<file path="config.mk">
export PLATFORM = sky130hd
export DESIGN_NAME = dram_rd_seq
export DESIGN_NICKNAME = d
export VERILOG_FILES = /design/src/rtl/dram_rd_pkg.sv /design/src/rtl/dram_rd_phase.sv /design/src/rtl/dram_rd_addr.sv /design/src/rtl/dram_rd_strobe.sv /design/src/rtl/dram_rd_capture.sv /design/src/rtl/dram_rd_seq.sv
export SDC_FILE = /design/constraint.sdc
export NUM_CORES = 1
export LEC_CHECK = 0
export CELL_PAD_IN_SITES_DETAIL_PLACEMENT = 1
export CELL_PAD_IN_SITES_GLOBAL_PLACEMENT = 1
export CORE_MARGIN = 2
export CORE_UTILIZATION = 37
export CTS_CLUSTER_SIZE = 14
export DETAILED_ROUTE_END_ITERATION = 6
export PLACE_DENSITY_LB_ADDON = 0.1
export SLEW_MARGIN = 40
export SYNTH_ARGS = -nofsm -noshare
export SYNTH_HDL_FRONTEND = slang
export SYNTH_HIERARCHICAL = 1
export SYNTH_SLANG_ARGS = --single-unit
</file>
<file path="constraint.sdc">
create_clock -name clk -period 2.6 [get_ports clk]
set_input_delay 0.52 -clock clk [delete_from_list [all_inputs] [get_ports clk]]
set_output_delay 0.52 -clock clk [all_outputs]
set_load 0.005 [all_outputs]
</file>
<file path="src/rtl/dram_rd_pkg.sv">
package dram_rd_pkg;

    typedef enum logic [2:0] {
        PH_IDLE = 3'd0,
        PH_Q1   = 3'd1,
        PH_Q2   = 3'd2,
        PH_Q3   = 3'd3,
        PH_Q4   = 3'd4,
        PH_Q5   = 3'd5
    } phase_e;

    typedef struct packed {
        logic       word;
        logic       dual;
        logic [3:0] page;
    } acc_cfg_t;

    // width of the column field in half-word index bits
    function automatic logic [5:0] col_width(input logic [3:0] page, input int base);
        return 6'(base) + 6'(page);
    endfunction

    function automatic logic row_phase(input phase_e ph);
        return (ph == PH_Q2) || (ph == PH_Q3);
    endfunction

    function automatic logic col_phase(input phase_e ph);
        return (ph == PH_Q4) || (ph == PH_Q5);
    endfunction

endpackage

</file>
<file path="src/rtl/dram_rd_phase.sv">
module dram_rd_phase
    import dram_rd_pkg::*;
(
    input  logic   clk,
    input  logic   rst,
    input  logic   req_valid,
    input  logic   word,
    output logic   accept,
    output phase_e phase,
    output logic   second
);
    phase_e ph_q, ph_d;
    logic   sec_q, sec_d;

    assign accept = (ph_q == PH_IDLE) && req_valid;

    always_comb begin
        ph_d  = ph_q;
        sec_d = sec_q;
        unique case (ph_q)
            PH_IDLE: if (req_valid) begin
                ph_d  = PH_Q1;
                sec_d = 1'b0;
            end
            PH_Q1: ph_d = PH_Q2;
            PH_Q2: ph_d = PH_Q3;
            PH_Q3: ph_d = PH_Q4;
            PH_Q4: ph_d = PH_Q5;
            PH_Q5: begin
                if (word && !sec_q) begin
                    ph_d  = PH_Q1;
                    sec_d = 1'b1;
                end else begin
                    ph_d  = PH_IDLE;
                    sec_d = 1'b0;
                end
            end
            default: ph_d = PH_IDLE;
        endcase
    end

    always_ff @(posedge clk) begin
        if (rst) begin
            ph_q  <= PH_IDLE;
            sec_q <= 1'b0;
        end else begin
            ph_q  <= ph_d;
            sec_q <= sec_d;
        end
    end

    assign phase  = ph_q;
    assign second = sec_q;

    // a phase other than idle always advances, never holds
    assert_phase_moves_R2: assert property (@(posedge clk) disable iff (rst)
        (ph_q != PH_IDLE) |=> (ph_q != $past(ph_q)));

endmodule

</file>
<file path="src/rtl/dram_rd_addr.sv">
module dram_rd_addr
    import dram_rd_pkg::*;
#(
    parameter int ADDR_W   = 25,
    parameter int MA_W     = 16,
    parameter int PAGE_W   = 4,
    parameter int COL_BASE = 8
) (
    input  logic              clk,
    input  logic              rst,
    input  phase_e            phase,
    input  logic              second,
    input  logic              word,
    input  logic [PAGE_W-1:0] page,
    input  logic [ADDR_W-1:0] addr,
    output logic [MA_W-1:0]   mem_addr
);
    localparam int HW_W = ADDR_W - 1;

    logic [HW_W-1:0] hw_base, hw, col_mask, row_f, col_f;
    logic [5:0]      cb;

    always_comb begin
        hw_base  = HW_W'(addr >> 1);
        hw       = word ? {hw_base[HW_W-1:1], second} : hw_base;
        cb       = col_width(4'(page), COL_BASE);
        col_mask = ~({HW_W{1'b1}} << cb);
        col_f    = hw & col_mask;
        row_f    = hw >> cb;
        if (row_phase(phase))
            mem_addr = MA_W'(row_f);
        else if (col_phase(phase))
            mem_addr = MA_W'(col_f);
        else
            mem_addr = '0;
    end

    // the row address is held for both row phases
    assert_row_steady_R4: assert property (@(posedge clk) disable iff (rst)
        (phase == PH_Q3) |-> $stable(mem_addr));

    // the column address is held for both column phases
    assert_col_steady_R4: assert property (@(posedge clk) disable iff (rst)
        (phase == PH_Q5) |-> $stable(mem_addr));

endmodule

</file>
<file path="src/rtl/dram_rd_strobe.sv">
module dram_rd_strobe
    import dram_rd_pkg::*;
(
    input  phase_e phase,
    input  logic   dual,
    output logic   cs_n,
    output logic   rd_n,
    output logic   ras_n,
    output logic   strb_a_n,
    output logic   strb_b_n,
    output logic   strb_c_n
);
    logic active, ras_on, cas_on;

    always_comb begin
        active   = (phase != PH_IDLE);
        ras_on   = row_phase(phase) || col_phase(phase);
        cas_on   = col_phase(phase);
        cs_n     = !active;
        rd_n     = !active;
        ras_n    = !ras_on;
        strb_a_n = !cas_on;
        // shared pin: low write enable, or high CAS
        strb_b_n = dual ? !cas_on : 1'b1;
        // shared pin: high write enable, or single write enable
        strb_c_n = 1'b1;
    end

endmodule

</file>
<file path="src/rtl/dram_rd_capture.sv">
module dram_rd_capture #(
    parameter int DQ_W = 16
) (
    input  logic              clk,
    input  logic              rst,
    input  logic              cap,
    input  logic              word,
    input  logic              second,
    input  logic [DQ_W-1:0]   mem_dq,
    output logic              rsp_valid,
    output logic [2*DQ_W-1:0] rsp_data
);
    logic [DQ_W-1:0] upper_q;

    always_ff @(posedge clk) begin
        if (rst) begin
            upper_q   <= '0;
            rsp_valid <= 1'b0;
            rsp_data  <= '0;
        end else begin
            rsp_valid <= 1'b0;
            if (cap) begin
                if (word && !second) begin
                    upper_q <= mem_dq;
                end else begin
                    rsp_valid <= 1'b1;
                    rsp_data  <= word ? {upper_q, mem_dq} : {{DQ_W{1'b0}}, mem_dq};
                end
            end
        end
    end

    // the result is a single-cycle pulse
    assert_rsp_single_R2: assert property (@(posedge clk) disable iff (rst)
        rsp_valid |=> !rsp_valid);

endmodule

</file>
<file path="src/rtl/dram_rd_seq.sv">
module dram_rd_seq
    import dram_rd_pkg::*;
#(
    parameter int ADDR_W   = 25,
    parameter int MA_W     = 16,
    parameter int DQ_W     = 16,
    parameter int PAGE_W   = 4,
    parameter int COL_BASE = 8
) (
    input  logic              clk,
    input  logic              rst,
    input  logic              req_valid,
    input  logic [ADDR_W-1:0] req_addr,
    input  logic              req_word,
    input  logic              cfg_dual_cas,
    input  logic [PAGE_W-1:0] cfg_page,
    output logic [MA_W-1:0]   mem_addr,
    input  logic [DQ_W-1:0]   mem_dq,
    output logic              cs_n,
    output logic              rd_n,
    output logic              ras_n,
    output logic              strb_a_n,
    output logic              strb_b_n,
    output logic              strb_c_n,
    output logic              rsp_valid,
    output logic [2*DQ_W-1:0] rsp_data
);
    phase_e            phase;
    logic              second, accept;
    logic [ADDR_W-1:0] addr_q;
    acc_cfg_t          cfg_q;

    always_ff @(posedge clk) begin
        if (rst) begin
            addr_q <= '0;
            cfg_q  <= '0;
        end else if (accept) begin
            addr_q     <= req_addr;
            cfg_q.word <= req_word;
            cfg_q.dual <= cfg_dual_cas;
            cfg_q.page <= 4'(cfg_page);
        end
    end

    dram_rd_phase u_phase (
        .clk      (clk),
        .rst      (rst),
        .req_valid(req_valid),
        .word     (cfg_q.word),
        .accept   (accept),
        .phase    (phase),
        .second   (second)
    );

    dram_rd_addr #(
        .ADDR_W  (ADDR_W),
        .MA_W    (MA_W),
        .PAGE_W  (4),
        .COL_BASE(COL_BASE)
    ) u_addr (
        .clk     (clk),
        .rst     (rst),
        .phase   (phase),
        .second  (second),
        .word    (cfg_q.word),
        .page    (cfg_q.page),
        .addr    (addr_q),
        .mem_addr(mem_addr)
    );

    dram_rd_strobe u_strobe (
        .phase   (phase),
        .dual    (cfg_q.dual),
        .cs_n    (cs_n),
        .rd_n    (rd_n),
        .ras_n   (ras_n),
        .strb_a_n(strb_a_n),
        .strb_b_n(strb_b_n),
        .strb_c_n(strb_c_n)
    );

    dram_rd_capture #(.DQ_W(DQ_W)) u_cap (
        .clk      (clk),
        .rst      (rst),
        .cap      (phase == PH_Q5),
        .word     (cfg_q.word),
        .second   (second),
        .mem_dq   (mem_dq),
        .rsp_valid(rsp_valid),
        .rsp_data (rsp_data)
    );

    // CAS is only ever low inside an open row
    assert_cas_inside_ras_R6: assert property (@(posedge clk) disable iff (rst)
        !strb_a_n |-> !ras_n);

    // the row strobe falls only after a Q1 with chip select already low
    assert_ras_fall_after_q1_R6: assert property (@(posedge clk) disable iff (rst)
        $fell(ras_n) |-> !$past(cs_n));

    // an open row implies chip select and read strobe
    assert_cs_covers_ras_R3: assert property (@(posedge clk) disable iff (rst)
        !ras_n |-> (!cs_n && !rd_n));

    // the single write-enable pin never pulses during a read
    assert_we_quiet_R7: assert property (@(posedge clk) disable iff (rst)
        !cs_n |-> strb_c_n);

endmodule

</file>
# ---- Word-level counts from Yosys, hierarchy flattened
# Cells that the tools add are included.
# Widths: inputs -> output; s select.
dict set report op_classes {
  addsub 1
  n_eq_ne 6
  n_shift 2
  mux 12
  bitwise 4
  reduce_logical 16
}
# op n
set ops {}
lappend ops {{$mux 16} 2}
lappend ops {{$mux 32} 1}
lappend ops {{$shl 24x6->16 const A} 1}
lappend ops {{$shr 24x5->16} 1}
lappend ops {{$pmux 3 s6} 1}
lappend ops {{$and 16x16->16} 1}
lappend ops {{$not 16->16} 1}
lappend ops {{$eq 3x2->1 const B} 2}
lappend ops {{$eq 3x3->1 const B} 2}
lappend ops {{$mux 1} 6}
lappend ops {{$reduce_and 2->1} 3}
lappend ops {{$add 4x4->5 const A} 1}
lappend ops {{$logic_not 1->1} 4}
lappend ops {{$eq 3x1->1 const B} 1}
lappend ops {{$logic_not 3->1} 1}
lappend ops {{$logic_or 1x1->1} 3}
lappend ops {{$mux 3} 1}
lappend ops {{$reduce_bool 3->1} 1}
lappend ops {{$logic_and 1x1->1} 2}
lappend ops {{$ne 2x2->1 const B} 1}
lappend ops {{$not 1->1} 2}
lappend ops {{$pmux 1 s2} 1}
lappend ops {{$reduce_bool 2->1} 1}
lappend ops {{$reduce_or 2->1} 1}
dict set report totals {
  regBits 84
  input_bits 50
  output_inout_bits 55
  elab_cells 50
}

# ---- Longest topological paths before layout
dict set report logic_depth {
  word_depth 6
  mapped_depth 8
  mapped_depth_nobuf 5
}

# ---- Hierarchy
# Netlist, hierarchy kept.
# module instances cells_each area_each_um2 seq_area_each_um2
set modules_own_cells {}
lappend modules_own_cells {dram_rd_capture 1 219 1914.3 980.9}
lappend modules_own_cells {dram_rd_seq 1 102 1137.3 620.6}
lappend modules_own_cells {dram_rd_addr 1 111 883.3 0.0}
lappend modules_own_cells {dram_rd_phase 1 22 201.4 80.1}
lappend modules_own_cells {dram_rd_strobe 1 8 52.6 0.0}

# ---- Worst setup path after synthesis
# Ideal clock, no wire load.
dict set report synth_timing {
  path_kind {reg2out}
  startpoint {register cfg_q[1] (netlist name)}
  endpoint {output port mem_addr[1]}
  t_arrival_ns 1.634
  t_required_ns 2.080
  slack_ns 0.446
  path_stages_with_launch 6
  n_path_buf 1
  cell_sequence {dfxtp_1 -> buf_6 -> mux2_4 -> mux4_2 -> a221oi_2 -> nor2_1}
}
dict set report synth_between {
  elab_chain_cells 6
  elab_cells_between_ends 7
  classes_between {add/sub: 1; shift: 2; mux: 2; bitwise: 2}
}
# element line_no
set synth_lines {}
lappend synth_lines {{$add 4x4->5 (*)} dram_rd_pkg.sv:20} ;# return 6'(base) + 6'(page);
lappend synth_lines {{$shl 24x6->16} dram_rd_addr.sv:27} ;# col_mask = ~({HW_W{1'b1}} << cb);
lappend synth_lines {{$not 16->16} dram_rd_addr.sv:27}
lappend synth_lines {{$and 16x16->16} dram_rd_addr.sv:28} ;# col_f = hw & col_mask;
lappend synth_lines {{$mux 16} dram_rd_addr.sv:32} ;# else if (col_phase(phase))
lappend synth_lines {{$mux 16 (*)} dram_rd_addr.sv:30} ;# if (row_phase(phase))
lappend synth_lines {{end, declared} dram_rd_seq.sv:17} ;# output logic [MA_W-1:0] mem_addr,
# Mark *: on every way between the ends. The rest lies on a longest branch, timed or not.

# ---- Final worst setup path
dict set report layout_timing {
  startpoint {register cfg_q[1] (netlist name)}
  endpoint {output port mem_addr[9]}
}
dict set report layout_between {
  elab_chain_cells 6
  elab_cells_between_ends 7
  classes_between {add/sub: 1; shift: 2; mux: 2; bitwise: 2}
}
# element line_no
set layout_lines {}
lappend layout_lines {{$add 4x4->5 (*)} dram_rd_pkg.sv:20}
lappend layout_lines {{$shl 24x6->16} dram_rd_addr.sv:27}
lappend layout_lines {{$not 16->16} dram_rd_addr.sv:27}
lappend layout_lines {{$and 16x16->16} dram_rd_addr.sv:28}
lappend layout_lines {{$mux 16} dram_rd_addr.sv:32}
lappend layout_lines {{$mux 16 (*)} dram_rd_addr.sv:30}
# Marked as above.

==> reports/metrics.csv <==
stage,metric,value,unit
outcome,run status,"complete, but fails checks",
outcome,failing checks,negative setup slack,
layout,antenna cell count,0,
worst_setup_path,worst path bufs/invs,3,
clock_tree,total CTS buffers,9,
floorplanning,num rows,38,
sta,clock skew,0.0164,ns
sta,max-slew violation count,0,
power_and_ir_drop,Max rail drop VDD,0.000439,V
layout,nets@finish,627,
worst_setup_path,type of the worst setup path,flip-flop to output port,
worst_setup_path,Worst Path Required,2.08,ns
worst_setup_path,most frequent CP cell,buf_6,
worst_setup_path,CP endpoint kind,output port,
run,max-capacitance violation count,0,
routing,1st-iter DRT viols,131,
grt,pin count of the biggest net entering global routing,50,
routing,detailed-route wire length per cell,17.8,um
clock_tree,clk buf depth,2,
sta,Fin Hold WS,0.464,ns
routing,First-pass DRT Iterations,4,
clock_tree,CTS tree,built,
floorplanning,die area,0.0121,mm2
floorplanning,Core ar.,0.0109,mm2
placement,DPL Wire Length,9330,um
clock_tree,root buffer cell,clkbuf_8,
power_and_ir_drop,Pleak,0.00206,uW
synth,Synth Cell Area,0.00416,mm2
sta,Hold Fails Final Rpt,0,
sta,setup ws final,-0.0493,ns
layout,layout filler cell count,1260,
floorplanning,# IOs,105,
grt,vias in the first global route,3830,
synth,Synth Warn #,6,
sta,"Setup violations, final",2,
power_and_ir_drop,power per cell area,556,mW/mm2
worst_hold_path,worst min path class,flip-flop to flip-flop,
clock_tree,clk slew on worst S/H paths,0.09,ns
worst_setup_path,crit-path max cell delay,0.50,ns
routing,number of routed nets with antenna violations,0,
grt,total track usage,21.8,%
clock_tree,H-tree depth,3,
synth,Mapped Nets,510,
placement,I/O Buffers,102,
clock_tree,CTS Hold Bufs,0,
routing,Routed WL,12800,um
synth,synthesized instance count,459,
sta,RSZ-0062 raised after global routing,true,
sta,period utilization,102,%
synth,Mean Syn Cell Area,9.05,um2
sta,worst slew pin tran,0.662,ns
layout,Syn-to-layout area delta,38.1,%
clock_tree,clk sinks,83,
sta,Max transition margin,55.9,%
grt,antenna violations before repair,0,
routing,vias per cell,5.29,
worst_setup_path,CP Max Fanout,6,
routing,DRC viols,0,
placement,GPL Wtd Cong,0.858,
sta,fmax,377,MHz
placement,placed cells,698,
grt,global-route wire length before repair,20000,um
floorplanning,die span in y,110,um
worst_setup_path,crit path DAT,2.13,ns
worst_setup_path,worst path cell trace,buf_6 -> mux2_4 -> mux4_2 -> buf_6 -> a32o_1 -> buf_2,
power_and_ir_drop,Design Power,3190,uW
routing,Vias,3812,
floorplanning,Die Span X,110,um
layout,Non-Filler Instances,720,
floorplanning,initial core utilization,38.2,%
grt,GR Overflow Total,0,
sta,crit path time final,2.65,ns
layout,share of layout cells above drive strength 1,22.4,%
worst_setup_path,Worst R2R Setup Slack,0.54,ns
layout,Layout Utilization,52.7,%
worst_setup_path,"CP delay by family, top",multiplexers,
worst_setup_path,startpoint types,flip-flop,
worst_setup_path,CP max-delay cell,mux4_2,
clock_tree,Worst-Skew Late Latency,0.38,ns
-- metal layers --
| metal | routed length (um) | GRT usage, % | vias up |
|---|---|---|---|
| met5 | 0 | 0 | - |
| met4 | 229 | 7.32 | 0 |
| met3 | 574 | 5.41 | 18 |
| met2 | 5730 | 32.9 | 90 |
| met1 | 6250 | 30.3 | 1850 |
| li1 | - | - | 1854 |
-- layout make-up --
type                       count  area [um2]  share of cell area [%]
multi-input combinational    330        2300                    40.0
sequential                    83        1670                    29.2
timing repair buffer         146        1370                    23.9
tap                          140         175                    3.05
clock buffer                  10         138                    2.40
clock inverter                 5        63.8                    1.11
inverter                       6        22.5                   0.392
-- cells in the final DEF (no fill, tap or decap), types with 12 or more instances in the layout --
cell,n
a21oi_1,46
nand3b_1,17
dfxtp_1,78
mux2i_1,39
o21ai_0,28
buf_4,36
nor2_1,37
a21oi_2,12
clkdlybuf4s50_1,87
nand2_1,60
-- worst min-delay path: stages, from the launching register on --
cell and delay (ns):
dfxtp_1 0.32, nand2_1 0.06, a21oi_1 0.05
-- path summary, 6_finish.rpt --
| check | from | end | depth (start not counted) |
|---|---|---|---|
| max | cfg_q[1] | mem_addr[9] | 6 |
| min | u_cap/upper_q[6] | u_cap/rsp_data[22] | 2 |
| max reg2reg | u_phase/phase[2] | u_cap/rsp_data[17] | 7 |
| min reg2reg | u_cap/upper_q[6] | u_cap/rsp_data[22] | 2 |
-- power breakdown --
part           switching (uW)  total [uW]  internal (uW)
Clock                     502         971            470
Sequential               78.3        1410           1330
Combinational             380         814            434
-- repair_timing --
| action | in CTS | in global routing |
|---|---|---|
| setup buffers | 5 | 3 |
| endpoints found under the setup margin | 16 | 12 |
| pin swaps | 10 | 8 |
| gates cloned | 0 | 0 |
| gates resized for setup | 70 | 18 |
-- flip-flops by register name (all words and copies together) (netlist names) --
signal	count
u_phase/second	1
u_cap/rsp_valid	1
cfg_q	6
u_cap/upper_q	16
u_phase/phase	3
addr_q	24
u_cap/rsp_data	32
-- metrics by stage --
step | setup slack [ns] | area [um2] | TNS, ns
finish | -0.0493 | 5740 | -0.0928
CTS | -0.135 | 5690 | -0.521
global placement | -0.158 | 5350 | -0.647
floorplan | 0.446 | 4160 | 0
global route | -0.117 | 5740 | -0.368
detailed placement | -0.161 | 5350 | -0.789
Power figures use the tool's default switching activity.
